==> src/rtl/fsr_pkg.sv <==
package fsr_pkg;
    typedef enum logic {
        ST_IDLE = 1'b0,
        ST_RUN  = 1'b1
    } run_state_e;

    localparam int STAT_PASS = 0;
    localparam int STAT_FAIL = 1;
    localparam int STAT_BUSY = 2;
    localparam int STAT_IRQ  = 3;
    localparam int STAT_ONE  = 5;
    localparam int MODE_IE   = 3;
    localparam int FLAG_N    = 3;
endpackage

==> src/rtl/fsr_run_fsm.sv <==
module fsr_run_fsm
    import fsr_pkg::*;
(
    input  logic clk,
    input  logic rst_n,
    input  logic start_i,
    input  logic done_i,
    output logic busy_o,
    output logic finish_o
);
    run_state_e state_q, state_d;

    always_ff @(posedge clk or negedge rst_n) begin
        if (!rst_n) state_q <= ST_IDLE;
        else        state_q <= state_d;
    end

    always_comb begin
        state_d = state_q;
        unique case (state_q)
            ST_IDLE: if (start_i) state_d = ST_RUN;   // launch
            ST_RUN:  if (done_i)  state_d = ST_IDLE;  // finish
            default: state_d = ST_IDLE;
        endcase
    end

    always_comb begin
        busy_o   = 1'b0;
        finish_o = 1'b0;
        unique case (state_q)
            ST_IDLE: begin
                busy_o   = 1'b0;
                finish_o = 1'b0;
            end
            ST_RUN: begin
                busy_o   = 1'b1;
                finish_o = done_i;
            end
            default: begin
                busy_o   = 1'b0;
                finish_o = 1'b0;
            end
        endcase
    end


    busy_rise_chk: assert property (@(posedge clk) disable iff (!rst_n)
        $rose(busy_o) |-> $past(start_i));

    busy_fall_chk: assert property (@(posedge clk) disable iff (!rst_n)
        (busy_o && done_i) |=> !busy_o);
endmodule

==> src/rtl/fsr_sticky_bit.sv <==
module fsr_sticky_bit (
    input  logic clk,
    input  logic rst_n,
    input  logic set_i,
    input  logic clr_i,
    output logic q_o
);
    always_ff @(posedge clk or negedge rst_n) begin
        if (!rst_n)     q_o <= 1'b0;
        else if (set_i) q_o <= 1'b1;
        else if (clr_i) q_o <= 1'b0;
    end


    set_wins_chk: assert property (@(posedge clk) disable iff (!rst_n)
        set_i |=> q_o);

    read_clears_chk: assert property (@(posedge clk) disable iff (!rst_n)
        (clr_i && !set_i) |=> !q_o);

    sticky_hold_chk: assert property (@(posedge clk) disable iff (!rst_n)
        (q_o && !clr_i) |=> q_o);
endmodule

==> src/rtl/fsr_mode_reg.sv <==
module fsr_mode_reg #(
    parameter int DATA_W = 16
) (
    input  logic              clk,
    input  logic              rst_n,
    input  logic              wr_i,
    input  logic [DATA_W-1:0] wdata_i,
    output logic [DATA_W-1:0] q_o
);
    always_ff @(posedge clk or negedge rst_n) begin
        if (!rst_n)    q_o <= '0;
        else if (wr_i) q_o <= wdata_i;
    end


    mode_hold_chk: assert property (@(posedge clk) disable iff (!rst_n)
        !wr_i |=> $stable(q_o));

    mode_load_chk: assert property (@(posedge clk) disable iff (!rst_n)
        wr_i |=> (q_o == $past(wdata_i)));
endmodule

==> src/rtl/fsr_flash_status.sv <==
module fsr_flash_status
    import fsr_pkg::*;
#(
    parameter int          ADDR_W    = 32,
    parameter int          DATA_W    = 16,
    parameter logic [31:0] STAT_ADDR = 32'hFFFF_0E00,
    parameter logic [31:0] MODE_ADDR = 32'hFFFF_0E04
) (
    input  logic              clk,
    input  logic              rst_n,
    input  logic [ADDR_W-1:0] bus_addr,
    input  logic              bus_rd,
    input  logic              bus_wr,
    input  logic [DATA_W-1:0] bus_wdata,
    output logic [DATA_W-1:0] bus_rdata,
    input  logic              cmd_start,
    input  logic              cmd_done,
    input  logic              cmd_ok,
    output logic              irq_o
);
    localparam logic [ADDR_W-1:0] STAT_A = STAT_ADDR[ADDR_W-1:0];
    localparam logic [ADDR_W-1:0] MODE_A = MODE_ADDR[ADDR_W-1:0];

    logic              hit_stat, hit_mode, stat_rd, mode_wr;
    logic              busy, finish;
    logic [DATA_W-1:0] mode_q;
    logic [DATA_W-1:0] stat_word;
    logic [FLAG_N-1:0] flag_set;
    logic [FLAG_N-1:0] flag_q;

    assign hit_stat = (bus_addr == STAT_A);
    assign hit_mode = (bus_addr == MODE_A);
    assign stat_rd  = bus_rd && hit_stat;
    assign mode_wr  = bus_wr && hit_mode;

    fsr_run_fsm u_fsm (
        .clk      (clk),
        .rst_n    (rst_n),
        .start_i  (cmd_start),
        .done_i   (cmd_done),
        .busy_o   (busy),
        .finish_o (finish)
    );

    fsr_mode_reg #(.DATA_W(DATA_W)) u_mode (
        .clk     (clk),
        .rst_n   (rst_n),
        .wr_i    (mode_wr),
        .wdata_i (bus_wdata),
        .q_o     (mode_q)
    );

    // flag 0: pass, flag 1: fail, flag 2: interrupt
    assign flag_set[0] = finish && cmd_ok;
    assign flag_set[1] = finish && !cmd_ok;
    assign flag_set[2] = finish && mode_q[MODE_IE];

    for (genvar g = 0; g < FLAG_N; g++) begin : g_flag
        fsr_sticky_bit u_bit (
            .clk   (clk),
            .rst_n (rst_n),
            .set_i (flag_set[g]),
            .clr_i (stat_rd),
            .q_o   (flag_q[g])
        );
    end

    always_comb begin
        stat_word            = '0;
        stat_word[STAT_PASS] = flag_q[0];
        stat_word[STAT_FAIL] = flag_q[1];
        stat_word[STAT_BUSY] = busy;
        stat_word[STAT_IRQ]  = flag_q[2];
        stat_word[STAT_ONE]  = 1'b1;
    end

    always_comb begin
        bus_rdata = '0;
        if (bus_rd) begin
            if (hit_stat)      bus_rdata = stat_word;
            else if (hit_mode) bus_rdata = mode_q;
        end
    end

    assign irq_o = flag_q[2];


    irq_needs_enable_chk: assert property (@(posedge clk) disable iff (!rst_n)
        $rose(irq_o) |-> $past(mode_q[MODE_IE]));

    irq_hold_chk: assert property (@(posedge clk) disable iff (!rst_n)
        (irq_o && !stat_rd) |=> irq_o);

    fail_cause_chk: assert property (@(posedge clk) disable iff (!rst_n)
        $rose(flag_q[1]) |-> $past(cmd_done && !cmd_ok));

    const_bits_chk: assert property (@(posedge clk) disable iff (!rst_n)
        (bus_rd && hit_stat) |-> (bus_rdata[STAT_ONE] && !bus_rdata[4]));
endmodule

==> config.mk <==
export PLATFORM = sky130hd
export DESIGN_NAME = fsr_flash_status
export DESIGN_NICKNAME = d
export VERILOG_FILES = /design/src/rtl/fsr_pkg.sv /design/src/rtl/fsr_run_fsm.sv /design/src/rtl/fsr_sticky_bit.sv /design/src/rtl/fsr_mode_reg.sv /design/src/rtl/fsr_flash_status.sv
export SDC_FILE = /design/constraint.sdc
export NUM_CORES = 1
export LEC_CHECK = 0
export ABC_AREA = 0
export BUFFER_PORTS_ARGS = -buffer_cell sky130_fd_sc_hd__buf_2
export CAP_MARGIN = 20
export CORE_AREA = 2 2 56 58
export DETAILED_ROUTE_END_ITERATION = 10
export DIE_AREA = 0 0 58 60
export PLACE_DENSITY = 0.82
export SLEW_MARGIN = 20
export SYNTH_ARGS = -nofsm -noshare
export SYNTH_HDL_FRONTEND = slang
export SYNTH_SLANG_ARGS = --single-unit
export TNS_END_PERCENT = 5
==> constraint.sdc <==
create_clock -name clk -period 2.7 [get_ports clk]
set_clock_uncertainty 0.05 [all_clocks]
set_input_delay 0.54 -clock clk [delete_from_list [all_inputs] [get_ports clk]]
set_output_delay 0.54 -clock clk [all_outputs]
set_load 0.01 [all_outputs]
==> reports/qor.csv <==
metric;value;unit
status;finished, final reports clean;
slew_headroom;0.706;
ys_types;23;
fillCellCount;273;
clkTransAtPathRegs;100;ps
finalNonFillerCells;196;
r2r_cells;1;
post_cts_buffers;0;
grtUsageTotal;0.157;
maxSlewViolCount;0;
drc;0;
reg2reg_to;u_mode.q_o[10]$_DFFE_PN0P_;
period_share;0.917;
p_per_area;345;nW/um^2
cap_violations;0;
fmax;404;MHz
num_io_pins;72;
fp.coreArea;2900;um^2
ant_nets;0;
final_cell_area;1540;um^2
drive_gt1_frac;0.613;
grt_pass1_wl;4140;um
wl_met1;957;um
cp.arrival;1890;ps
cp.required;2110;ps
route.met3.wl;377;um
highest_layer;met4;
hpwl;2180;um
r2r-start;u_mode.q_o[10]$_DFFE_PN0P_;
routed_via_density;4.96;
wl;2600;um
post-place-cells;192;
place_congestion;0.799;
path_max_fanout;10;
rsz0062_at_grt;false;
syn2layout_area_growth;38.9;%
crit_path_end_kind;primary output;
p_total;532;uW
fin_crit;2480;ps
ys_ff_latch;20;
hold_buffers;0;
ys_warn_count;0;
final_cell_mix;buf_2, dfrtp_1, and2_1, mux2_4;
clk_latency;290;ps
synth_cells;87;
synth.avg_cell_area;12.8;um^2
dr_wl_met2;1260;um
wl_per_cell;13.3;um
start_util;0.383;
dr.first_iter.drc_count;22;
clock-sinks;20;
grt_pass1_vias;1033;
leakage;0.887;nW
ctsLongestPathBuffers;2;
tightest_slew;436;ps
die_area;3480;um^2
cts-root-buf;clkbuf_4;
peakVddDrop;0.000277;V
grt_max_degree;21;
cts_tree;built;
cts_buffers;3;
dieHeight;60;um
setup_tns;0;ps
grt_overflow_total;0;
layout_commonest_cell;buf_2;
hp-class;primary input to async pin;
hold_viol_final;0;
vias;973;
dieWidth;58;um
synth_nets;142;
port-buffer-count;71;
path_class;primary input to primary output;
dr.pass1.iters;3;
place_area;1510;um^2
start_kind;primary input;
yosysSeqAreaShare;0.450;
diodes;0;
synth.cell_area;1110;um^2
ff2ff_setup_slack;1860;ps
nNetsFinal;219;
antenna_found_initial;0;
ctsHtreeMaxLevel;1;
num_rows;20;
cts_resized;0;
setup_violations;0;
[cell usage after synthesis]
library cell,n,share of area
dfrtp_1,20,0.45
and2_1,10,0.056
mux2_4,10,0.14
inv_1,6,0.020
mux2_2,6,0.061
mux2i_1,5,0.045
nor4_1,5,0.028
nand2_1,3,0.010
nor3_1,3,0.014
and4_1,2,0.016
and4b_1,2,0.018
and4bb_2,2,0.023
nand3_1,2,0.0090
o21ai_0,2,0.0090
a21boi_0,1,0.0068
and3_1,1,0.0056
buf_12,1,0.018
clkbuf_1,1,0.0034
nand4_2,1,0.011
nand4_4,1,0.019
nor3_4,1,0.015
nor4b_4,1,0.021
o22ai_1,1,0.0056
[logic make-up (layout without fill, tap and decap cells)]
family | after synthesis | count (layout) | share of synthesized area
mux | 21 | 21 | 0.241
flops | 20 | 20 | 0.450
compound gates | 4 | 4 | 0.0214
simple gates | 34 | 34 | 0.245
buf+inv | 8 | 84 | 0.0417
[critical path, cell delays in order]
cell     delay (ps)
buf_2           110
nor4b_4         310
nand4_4         200
nor3_1          270
buf_4           200
and2_1          130
buf_2           120
[power breakdown]
part / internal (mW) / switching [mW] / total [mW]
logic: 0.0359 / 0.0258 / 0.0617
registers: 0.301 / 0.00220 / 0.303
clock network: 0.0821 / 0.0848 / 0.167
[through the flow]
step                      hold slack (ps)  setup WS, ps   util
after floorplan                       194           377      -
after global placement                431           210  0.519
after detailed placement              438           213  0.519
after CTS                             125           202  0.531
after global routing                  138          67.0  0.531
final                                 120           223  0.531
[registers in the layout (all words and copies together) (netlist names)]
register	cells
g_flag.u_bit.q_o	3
u_fsm.state_q	1
u_mode.q_o	16
[layer usage]
metal,up-vias,track usage
met4,0,0.0598
met5,-,0
met2,64,0.310
met3,2,0.0325
met1,437,0.160
li1,470,-
[worst max path at each step]
stage,startpoint,endpoint,slack (ps),depth (start not counted)
global route,bus_addr[13],bus_rdata[8],70,7
finish,bus_addr[13],bus_rdata[15],220,7
floorplan,bus_addr[5],bus_rdata[10],380,4
global placement,bus_addr[13],bus_rdata[15],210,7
CTS,bus_addr[13],bus_rdata[15],200,7
detailed placement,bus_addr[13],bus_rdata[15],210,7
[final cells by class]
cell class / instances / area, um^2 / area share
clock buffer: 4 / 36.3 / 0.0235
inverter: 6 / 22.5 / 0.0146
multi-input combinational: 59 / 564 / 0.366
sequential: 20 / 500 / 0.324
tap: 33 / 41.3 / 0.0268
timing repair buffer: 74 / 378 / 0.245
Power figures use the tool's default switching activity.
